<file path="config.mk">
export PLATFORM = sky130hd
export DESIGN_NAME = irq_router
export DESIGN_NICKNAME = d
export VERILOG_FILES = /design/src/rtl/irq_router_pkg.sv /design/src/rtl/irq_router_ctrl.sv /design/src/rtl/irq_router_dp.sv /design/src/rtl/irq_router.sv
export SDC_FILE = /design/constraint.sdc
export NUM_CORES = 1
export LEC_CHECK = 0
export ABC_AREA = 1
export BUFFER_PORTS_ARGS = -buffer_cell sky130_fd_sc_hd__buf_2
export CAP_MARGIN = 20
export CORE_ASPECT_RATIO = 1.25
export CORE_MARGIN = 8
export CORE_UTILIZATION = 55
export DETAILED_ROUTE_END_ITERATION = 7
export PLACE_DENSITY = 0.82
export SETUP_SLACK_MARGIN = 0.05
export SLEW_MARGIN = 10
export SYNTH_ARGS = -nofsm -noshare
export SYNTH_HDL_FRONTEND = slang
export SYNTH_SLANG_ARGS = --single-unit
</file>
<file path="constraint.sdc">
create_clock -name clk -period 3.9 [get_ports clk]
set_input_delay 0.39 -clock clk [delete_from_list [all_inputs] [get_ports clk]]
set_output_delay 0.39 -clock clk [all_outputs]
set_load 0.05 [all_outputs]
</file>
<file path="src/rtl/irq_router_pkg.sv">
package irq_router_pkg;

  // internal register numbers reached through the index register
  localparam logic [7:0] REG_VER  = 8'h01;
  localparam logic [7:0] REG_BASE = 8'h02;
  localparam logic [7:0] REG_ENT0 = 8'h10;

  // offsets of the two bus-visible words inside the 4 KiB window page
  localparam logic [11:0] OFS_IDX = 12'h000;
  localparam logic [11:0] OFS_DAT = 12'h010;

  // strobes from control to datapath
  typedef struct packed {
    logic       idxWe;
    logic       baseWe;
    logic       entWe;
    logic       entHit;
    logic       entHi;
    logic [6:0] entSel;
    logic       rdIdx;
    logic       rdDat;
    logic       msgLoad;
    logic       msgAccept;
  } ctrl_strb_t;

endpackage

</file>
<file path="src/rtl/irq_router_ctrl.sv">
module irq_router_ctrl
  import irq_router_pkg::*;
#(
  parameter int NUM_PINS = 8
) (
  input  logic        busValid,
  input  logic        busWrite,
  input  logic [31:0] busAddr,
  input  logic [3:0]  busByteEn,
  input  logic [7:0]  idxReg,
  input  logic [19:0] basePage,
  input  logic        anyReq,
  input  logic        msgValid,
  input  logic        msgReady,
  output ctrl_strb_t  strb
);

  localparam int ENT_END = 16 + 2 * NUM_PINS;

  logic       fullWord;
  logic       inWin;
  logic       atIdx;
  logic       atDat;
  logic [7:0] entOfs;

  always_comb begin
    fullWord = (busByteEn == 4'hF) && (busAddr[1:0] == 2'b00);
    inWin    = busValid && fullWord && (busAddr[31:12] == basePage);
    atIdx    = inWin && (busAddr[11:0] == OFS_IDX);
    atDat    = inWin && (busAddr[11:0] == OFS_DAT);
    entOfs   = idxReg - REG_ENT0;

    strb.idxWe     = atIdx && busWrite;
    strb.rdIdx     = atIdx && !busWrite;
    strb.rdDat     = atDat && !busWrite;
    strb.baseWe    = atDat && busWrite && (idxReg == REG_BASE);
    strb.entHit    = (idxReg >= REG_ENT0) && (int'(idxReg) < ENT_END);
    strb.entWe     = atDat && busWrite && strb.entHit;
    strb.entHi     = entOfs[0];
    strb.entSel    = entOfs[7:1];
    strb.msgLoad   = !msgValid && anyReq;
    strb.msgAccept = msgValid && msgReady;
  end

endmodule

</file>
<file path="src/rtl/irq_router_dp.sv">
module irq_router_dp
  import irq_router_pkg::*;
#(
  parameter int          NUM_PINS = 8,
  parameter logic [31:0] BASE_RST = 32'hFEC0_0000,
  parameter logic [7:0]  VERSION  = 8'h11
) (
  input  logic                clk,
  input  logic                rstN,
  input  ctrl_strb_t          strb,
  input  logic [31:0]         busWdata,
  input  logic [NUM_PINS-1:0] irqPin,
  input  logic                eoiValid,
  input  logic [7:0]          eoiVector,
  output logic [7:0]          idxReg,
  output logic [19:0]         basePage,
  output logic                anyReq,
  output logic [31:0]         busRdata,
  output logic                msgValid,
  output logic [7:0]          msgVector,
  output logic [7:0]          msgDest,
  output logic                msgLevel
);

  localparam int PIN_W = (NUM_PINS > 1) ? $clog2(NUM_PINS) : 1;

  logic [7:0]          vecQ  [NUM_PINS];
  logic [7:0]          destQ [NUM_PINS];
  logic [NUM_PINS-1:0] polQ, trigQ, maskQ, rirrQ, pendQ, prevQ;
  logic [NUM_PINS-1:0] active, edgeHit, req;
  logic [PIN_W-1:0]    grant, msgPin, selPin;
  logic [31:0]         dataVal;

  // per-pin request qualification
  always_comb begin
    for (int i = 0; i < NUM_PINS; i++) begin
      active[i]  = irqPin[i] ^ polQ[i];
      edgeHit[i] = active[i] && !prevQ[i] && !maskQ[i] && !trigQ[i];
      req[i]     = trigQ[i] ? (active[i] && !maskQ[i] && !rirrQ[i])
                            : (pendQ[i] && !maskQ[i]);
    end
  end

  // fixed priority: lowest pin number wins
  always_comb begin
    grant  = '0;
    anyReq = |req;
    for (int i = NUM_PINS - 1; i >= 0; i--) begin
      if (req[i]) grant = PIN_W'(i);
    end
  end

  // entry storage and pin state
  always_ff @(posedge clk) begin
    if (!rstN) begin
      for (int i = 0; i < NUM_PINS; i++) begin
        vecQ[i]  <= '0;
        destQ[i] <= '0;
      end
      polQ  <= '0;
      trigQ <= '0;
      maskQ <= '1;
      rirrQ <= '0;
      pendQ <= '0;
      prevQ <= '0;
    end else begin
      prevQ <= active;
      for (int i = 0; i < NUM_PINS; i++) begin
        if (strb.entWe && selPin == PIN_W'(i)) begin
          if (!strb.entHi) begin
            vecQ[i]  <= busWdata[7:0];
            polQ[i]  <= busWdata[13];
            trigQ[i] <= busWdata[15];
            maskQ[i] <= busWdata[16];
          end else begin
            destQ[i] <= busWdata[31:24];
          end
        end
        if (edgeHit[i])
          pendQ[i] <= 1'b1;
        else if (strb.msgAccept && msgPin == PIN_W'(i) && !msgLevel)
          pendQ[i] <= 1'b0;
        if (strb.msgAccept && msgPin == PIN_W'(i) && msgLevel)
          rirrQ[i] <= 1'b1;
        else if (eoiValid && trigQ[i] && vecQ[i] == eoiVector)
          rirrQ[i] <= 1'b0;
      end
    end
  end

  // window registers
  always_ff @(posedge clk) begin
    if (!rstN) begin
      idxReg   <= '0;
      basePage <= BASE_RST[31:12];
    end else begin
      if (strb.idxWe) idxReg <= busWdata[7:0];
      if (strb.baseWe && busWdata[11:0] == 12'h000) basePage <= busWdata[31:12];
    end
  end

  // data-port read mux
  always_comb begin
    dataVal = '0;
    selPin  = PIN_W'(strb.entSel);
    if (idxReg == REG_VER)
      dataVal = {8'h00, 8'(NUM_PINS - 1), 8'h00, VERSION};
    else if (idxReg == REG_BASE)
      dataVal = {basePage, 12'h000};
    else if (strb.entHit) begin
      if (!strb.entHi)
        dataVal = {15'b0, maskQ[selPin], trigQ[selPin], rirrQ[selPin],
                   polQ[selPin], 5'b0, vecQ[selPin]};
      else
        dataVal = {destQ[selPin], 24'b0};
    end
  end

  always_ff @(posedge clk) begin
    if (!rstN)            busRdata <= '0;
    else if (strb.rdIdx)  busRdata <= {24'b0, idxReg};
    else if (strb.rdDat)  busRdata <= dataVal;
    else                  busRdata <= '0;
  end

  // outgoing message slot
  always_ff @(posedge clk) begin
    if (!rstN) begin
      msgValid  <= 1'b0;
      msgVector <= '0;
      msgDest   <= '0;
      msgLevel  <= 1'b0;
      msgPin    <= '0;
    end else if (strb.msgLoad) begin
      msgValid  <= 1'b1;
      msgVector <= vecQ[grant];
      msgDest   <= destQ[grant];
      msgLevel  <= trigQ[grant];
      msgPin    <= grant;
    end else if (strb.msgAccept) begin
      msgValid  <= 1'b0;
    end
  end

endmodule

</file>
<file path="src/rtl/irq_router.sv">
module irq_router
  import irq_router_pkg::*;
#(
  parameter int          NUM_PINS = 8,
  parameter logic [31:0] BASE_RST = 32'hFEC0_0000,
  parameter logic [7:0]  VERSION  = 8'h11
) (
  input  logic                clk,
  input  logic                rstN,
  input  logic                busValid,
  input  logic                busWrite,
  input  logic [31:0]         busAddr,
  input  logic [3:0]          busByteEn,
  input  logic [31:0]         busWdata,
  output logic [31:0]         busRdata,
  input  logic [NUM_PINS-1:0] irqPin,
  input  logic                eoiValid,
  input  logic [7:0]          eoiVector,
  output logic                msgValid,
  input  logic                msgReady,
  output logic [7:0]          msgVector,
  output logic [7:0]          msgDest,
  output logic                msgLevel
);

  ctrl_strb_t  strb;
  logic [7:0]  idxReg;
  logic [19:0] basePage;
  logic        anyReq;

  irq_router_ctrl #(.NUM_PINS(NUM_PINS)) uCtrl (
    .busValid (busValid),
    .busWrite (busWrite),
    .busAddr  (busAddr),
    .busByteEn(busByteEn),
    .idxReg   (idxReg),
    .basePage (basePage),
    .anyReq   (anyReq),
    .msgValid (msgValid),
    .msgReady (msgReady),
    .strb     (strb)
  );

  irq_router_dp #(
    .NUM_PINS(NUM_PINS),
    .BASE_RST(BASE_RST),
    .VERSION (VERSION)
  ) uDp (
    .clk      (clk),
    .rstN     (rstN),
    .strb     (strb),
    .busWdata (busWdata),
    .irqPin   (irqPin),
    .eoiValid (eoiValid),
    .eoiVector(eoiVector),
    .idxReg   (idxReg),
    .basePage (basePage),
    .anyReq   (anyReq),
    .busRdata (busRdata),
    .msgValid (msgValid),
    .msgVector(msgVector),
    .msgDest  (msgDest),
    .msgLevel (msgLevel)
  );

endmodule

</file>
==> impl_metrics.env <==
export IMPL_timing_hold_worst_path_depth=3
export IMPL_part_of_the_total_power_dissipated_in_sequential_elements_pct=50.4
export IMPL_synth_seq_cells=256
export IMPL_postCtsHoldBufs=0
export IMPL_min_delay_start="busWdata[25]"
export IMPL_port_buffers=135
export IMPL_worstSkewPairLatency_ns=0.55
export IMPL_post_cts_repair_setup_buffers=0
export IMPL_number_of_global_route_vias_before_repair=13589
export IMPL_dr_first_iter_drc_count=1815
export IMPL_internal_power_mw=4.44
export IMPL_timing_critical_path_fanout_max=11
export IMPL_swShare_pct=23.7
export IMPL_diodes=0
export IMPL_dr_wl_met2_um=21700
export IMPL_rsz0062_at_grt="no"
export IMPL_critical_path_startpoint_type="flop"
export IMPL_yosysWarnings=0
export IMPL_post_route_cells_drive_above_1_share_pct=13.4
export IMPL_fin_crit_sh_pct=75.3
export IMPL_timing_rr_end="uDp.vecQ[3][7]"
export IMPL_instance_count_of_the_mapped_netlist=1872
export IMPL_firstDrtPassIters=6
export IMPL_max_slew_margin_pct=30.1
export IMPL_setup_worst_path_class="flop to flop"
export IMPL_hpwlAfterDp_um=33700
export IMPL_wl_per_instance_um=20.3
export IMPL_global_route_overflow_total=0
export IMPL_highest_layer="met4"
export IMPL_switching_power_mw=1.38
export IMPL_gr_usage_all_layers_pct=28.8
export IMPL_r2r_start="uDp.basePage[5]"
export IMPL_critPathCaptureType="flop"
export IMPL_distinct_cells_synth=56
export IMPL_timing_fmax_mhz=341
export IMPL_floorplan_io_pins=140
export IMPL_pwr_density_cell_nw_per_um2=370
export IMPL_tightestPinTransition_ns=1.05
export IMPL_drv_slew=0
export IMPL_rows=65
export IMPL_post_synth_main_area_contributors="edfxtp_1, dfxtp_1, nand2_1, nand3_1, nor2_1"
export IMPL_vdd_ir_drop_worst_uv=303
export IMPL_syn_mean_instance_area_um2=7.55
export IMPL_syn_to_final_growth_pct=11.3
export IMPL_place_worst_setup_slack_ns=0.860
export IMPL_cts_path_max_buffers=3
export IMPL_die_width_um=159
export IMPL_min_delay_worst_endpoint="uDp.basePage[13]"
export IMPL_setup_ws_ns=0.965
export IMPL_final_cells=2310
export IMPL_die_height_um=195
export IMPL_drv_cap=0
export IMPL_layout_nets=2045
export IMPL_route_detailed_drc=0
export IMPL_final_min_clock_period_ns=2.94
export IMPL_postCtsResizedCells=0
export IMPL_routed_wirelength_um=46800
export IMPL_clkTransAtPathRegs_ns=0.07
export IMPL_vias=13996
export IMPL_synth_largest_area_cell="edfxtp_1"
export IMPL_worst_endpoint_arrival_ns=3.13
export IMPL_finalSetupTns_ns=0
export IMPL_p_comb_share_pct=6.0
export IMPL_vias_per_cell=6.06
export IMPL_pwr_share_clk_pct=43.6
export IMPL_met3_length_um=5390
export IMPL_grt_antenna_before_repair=0
export IMPL_hold_viol_final=0
export IMPL_initial_core_util_pct=55.9
export IMPL_tritoncts_num_sinks=256
export IMPL_die_area_um2=31100
export IMPL_gp_routability_congestion=0.997
export IMPL_grt_first_pass_wirelength_um=72400
export IMPL_hold_path_class="input pin to flop"
export IMPL_placed_cells_incl_taps=2262
export IMPL_h_tree_depth=1
export IMPL_synth_area_um2=14100
export IMPL_core_um2=25300
export IMPL_result_of_the_run="complete, no violations"
export IMPL_ant_nets=0
export IMPL_finalSetupViolations=0
export IMPL_wirelength_met1_um=17400
export IMPL_whs_ns=0.0683
export IMPL_seq_area_frac_synth_pct=45.3
export IMPL_tritoncts_clock_tree="yes"
export IMPL_final_setup_skew_ns=0.0123
export IMPL_r2r_worst_path_cells=12
export IMPL_worst_endpoint_required_ns=4.09
export IMPL_p_leak_nw=6.79
export IMPL_final_fill_count=2226
export IMPL_synth_largest_type_area_fraction_pct=27.2
export IMPL_reg2reg_setup_slack_ns=0.96
export IMPL_tritoncts_num_buffers=26
export IMPL_grt_start_max_net_pins=70
export IMPL_clk_root_buffer_cell="clkbuf_16"
power groups by stage:
stage	Combinational [mW]	Clock [mW]	Sequential (mW)
2_1_floorplan	0.211	0	2.97
3_3_place_gp	0.337	0	2.99
3_5_place_dp	0.342	0	2.99
4_1_cts	0.344	2.53	2.93
5_1_grt	0.384	2.62	2.94
6_report	0.352	2.54	2.94
area by class of cell:
type | instances | area [µm²] | area share, %
Tap cell | 335 | 419 | 2.66
Timing Repair Buffer | 155 | 853 | 5.42
Inverter | 216 | 811 | 5.15
Clock buffer | 37 | 773 | 4.91
Clock inverter | 11 | 96.3 | 0.612
Multi-Input combinational cell | 1300 | 6380 | 40.5
Sequential cell | 256 | 6410 | 40.7
synth_stat cells, drive strengths merged:
cell type,count
o2111ai,12
o21ai,106
and3,2
o41ai,3
nor4,9
nor2b,1
xnor2,16
nor3,14
clkinv,6
o22ai,19
a311oi,2
xor2,8
clkbuf,58
or2,8
edfxtp,128
a211o,1
a221oi,11
and2,2
dfxtp,128
a21oi,102
nand2b,1
a211oi,1
or3,5
buf,45
o2bb2ai,1
nand3,258
a31oi,12
o21a,1
nand2,406
o211ai,15
nand4,48
o31ai,3
nor3b,2
inv,210
nand3b,1
nor2,226
conb,1
layer usage:
layer	up-vias	global-route usage, %
li1	6430	-
met5	-	0
met4	0	14.0
met2	966	48.0
met3	180	5.62
met1	6420	35.4
worst max-delay path, stage by stage (launching register included):
cell and delay, ns:
dfxtp_1 0.38, inv_2 0.05, nand2_1 0.08, nand2_1 0.06
nor2_1 0.09, nand4_1 0.07, nor2_1 0.16, nand3_2 0.18
nor2_4 0.19, nand3_4 0.13, inv_2 0.12, nand4_1 0.50
nand2_1 0.56
registers in the layout, summed over array words and instances (netlist names), named ones only:
register / count
uDp.basePage: 20
uDp.busRdata: 28
uDp.destQ: 64
uDp.idxReg: 8
uDp.maskQ: 8
uDp.msgDest: 8
uDp.msgLevel: 1
uDp.msgPin: 3
uDp.msgValid: 1
uDp.msgVector: 8
uDp.pendQ: 8
uDp.polQ: 8
uDp.prevQ: 8
uDp.rirrQ: 8
uDp.trigQ: 8
uDp.vecQ: 64
layout by cell type, fill, tap and decap left out, types with 16 or more instances in the layout:
master     Yosys  layout
clkbuf_16      0      27
edfxtp_1     128     128
inv_1        195     195
o22ai_1       19      19
xnor2_1       16      16
buf_4         16      19
nor2_1       213     213
nand4_1       46      46
o21ai_0      102     102
a21oi_1      101     101
dfxtp_1      128     127
nand3_1      247     247
buf_2         23     134
nand2_1      397     397
worst max-delay path by stage:
| stage | to | slack (ns) | start |
|---|---|---|---|
| floorplan | uDp.destQ[6][0] | 1.49 | busAddr[22] |
| global placement | uDp.vecQ[3][2] | 0.93 | busAddr[1] |
| detailed placement | uDp.vecQ[3][2] | 0.86 | busAddr[1] |
| CTS | uDp.vecQ[3][7] | 1.01 | uDp.basePage[5] |
| global route | uDp.vecQ[3][7] | 0.78 | uDp.basePage[5] |
| finish | uDp.vecQ[3][7] | 0.96 | uDp.basePage[5] |
stage by stage:
stage	utilization, %	power, mW	area, µm²
3_5_place_dp	58.8	3.34	14900
4_1_cts	62.2	5.81	15700
5_1_grt	62.2	5.94	15700
6_report	62.2	5.83	15700
3_3_place_gp	58.8	3.33	14900
2_1_floorplan	-	3.18	14200
cells by family (layout without fill, tap and decap cells):
kind of cell | after synthesis | count (layout) | synth area share [%]
compound gates | 289 | 289 | 11.8
xor+xnor | 24 | 24 | 1.49
buf+inv | 319 | 419 | 9.68
flops | 256 | 256 | 45.3
other cells | 1 | 4 | 0.0265
simple gates | 983 | 983 | 31.7
No activity file was read; power rests on OpenSTA's default activity.
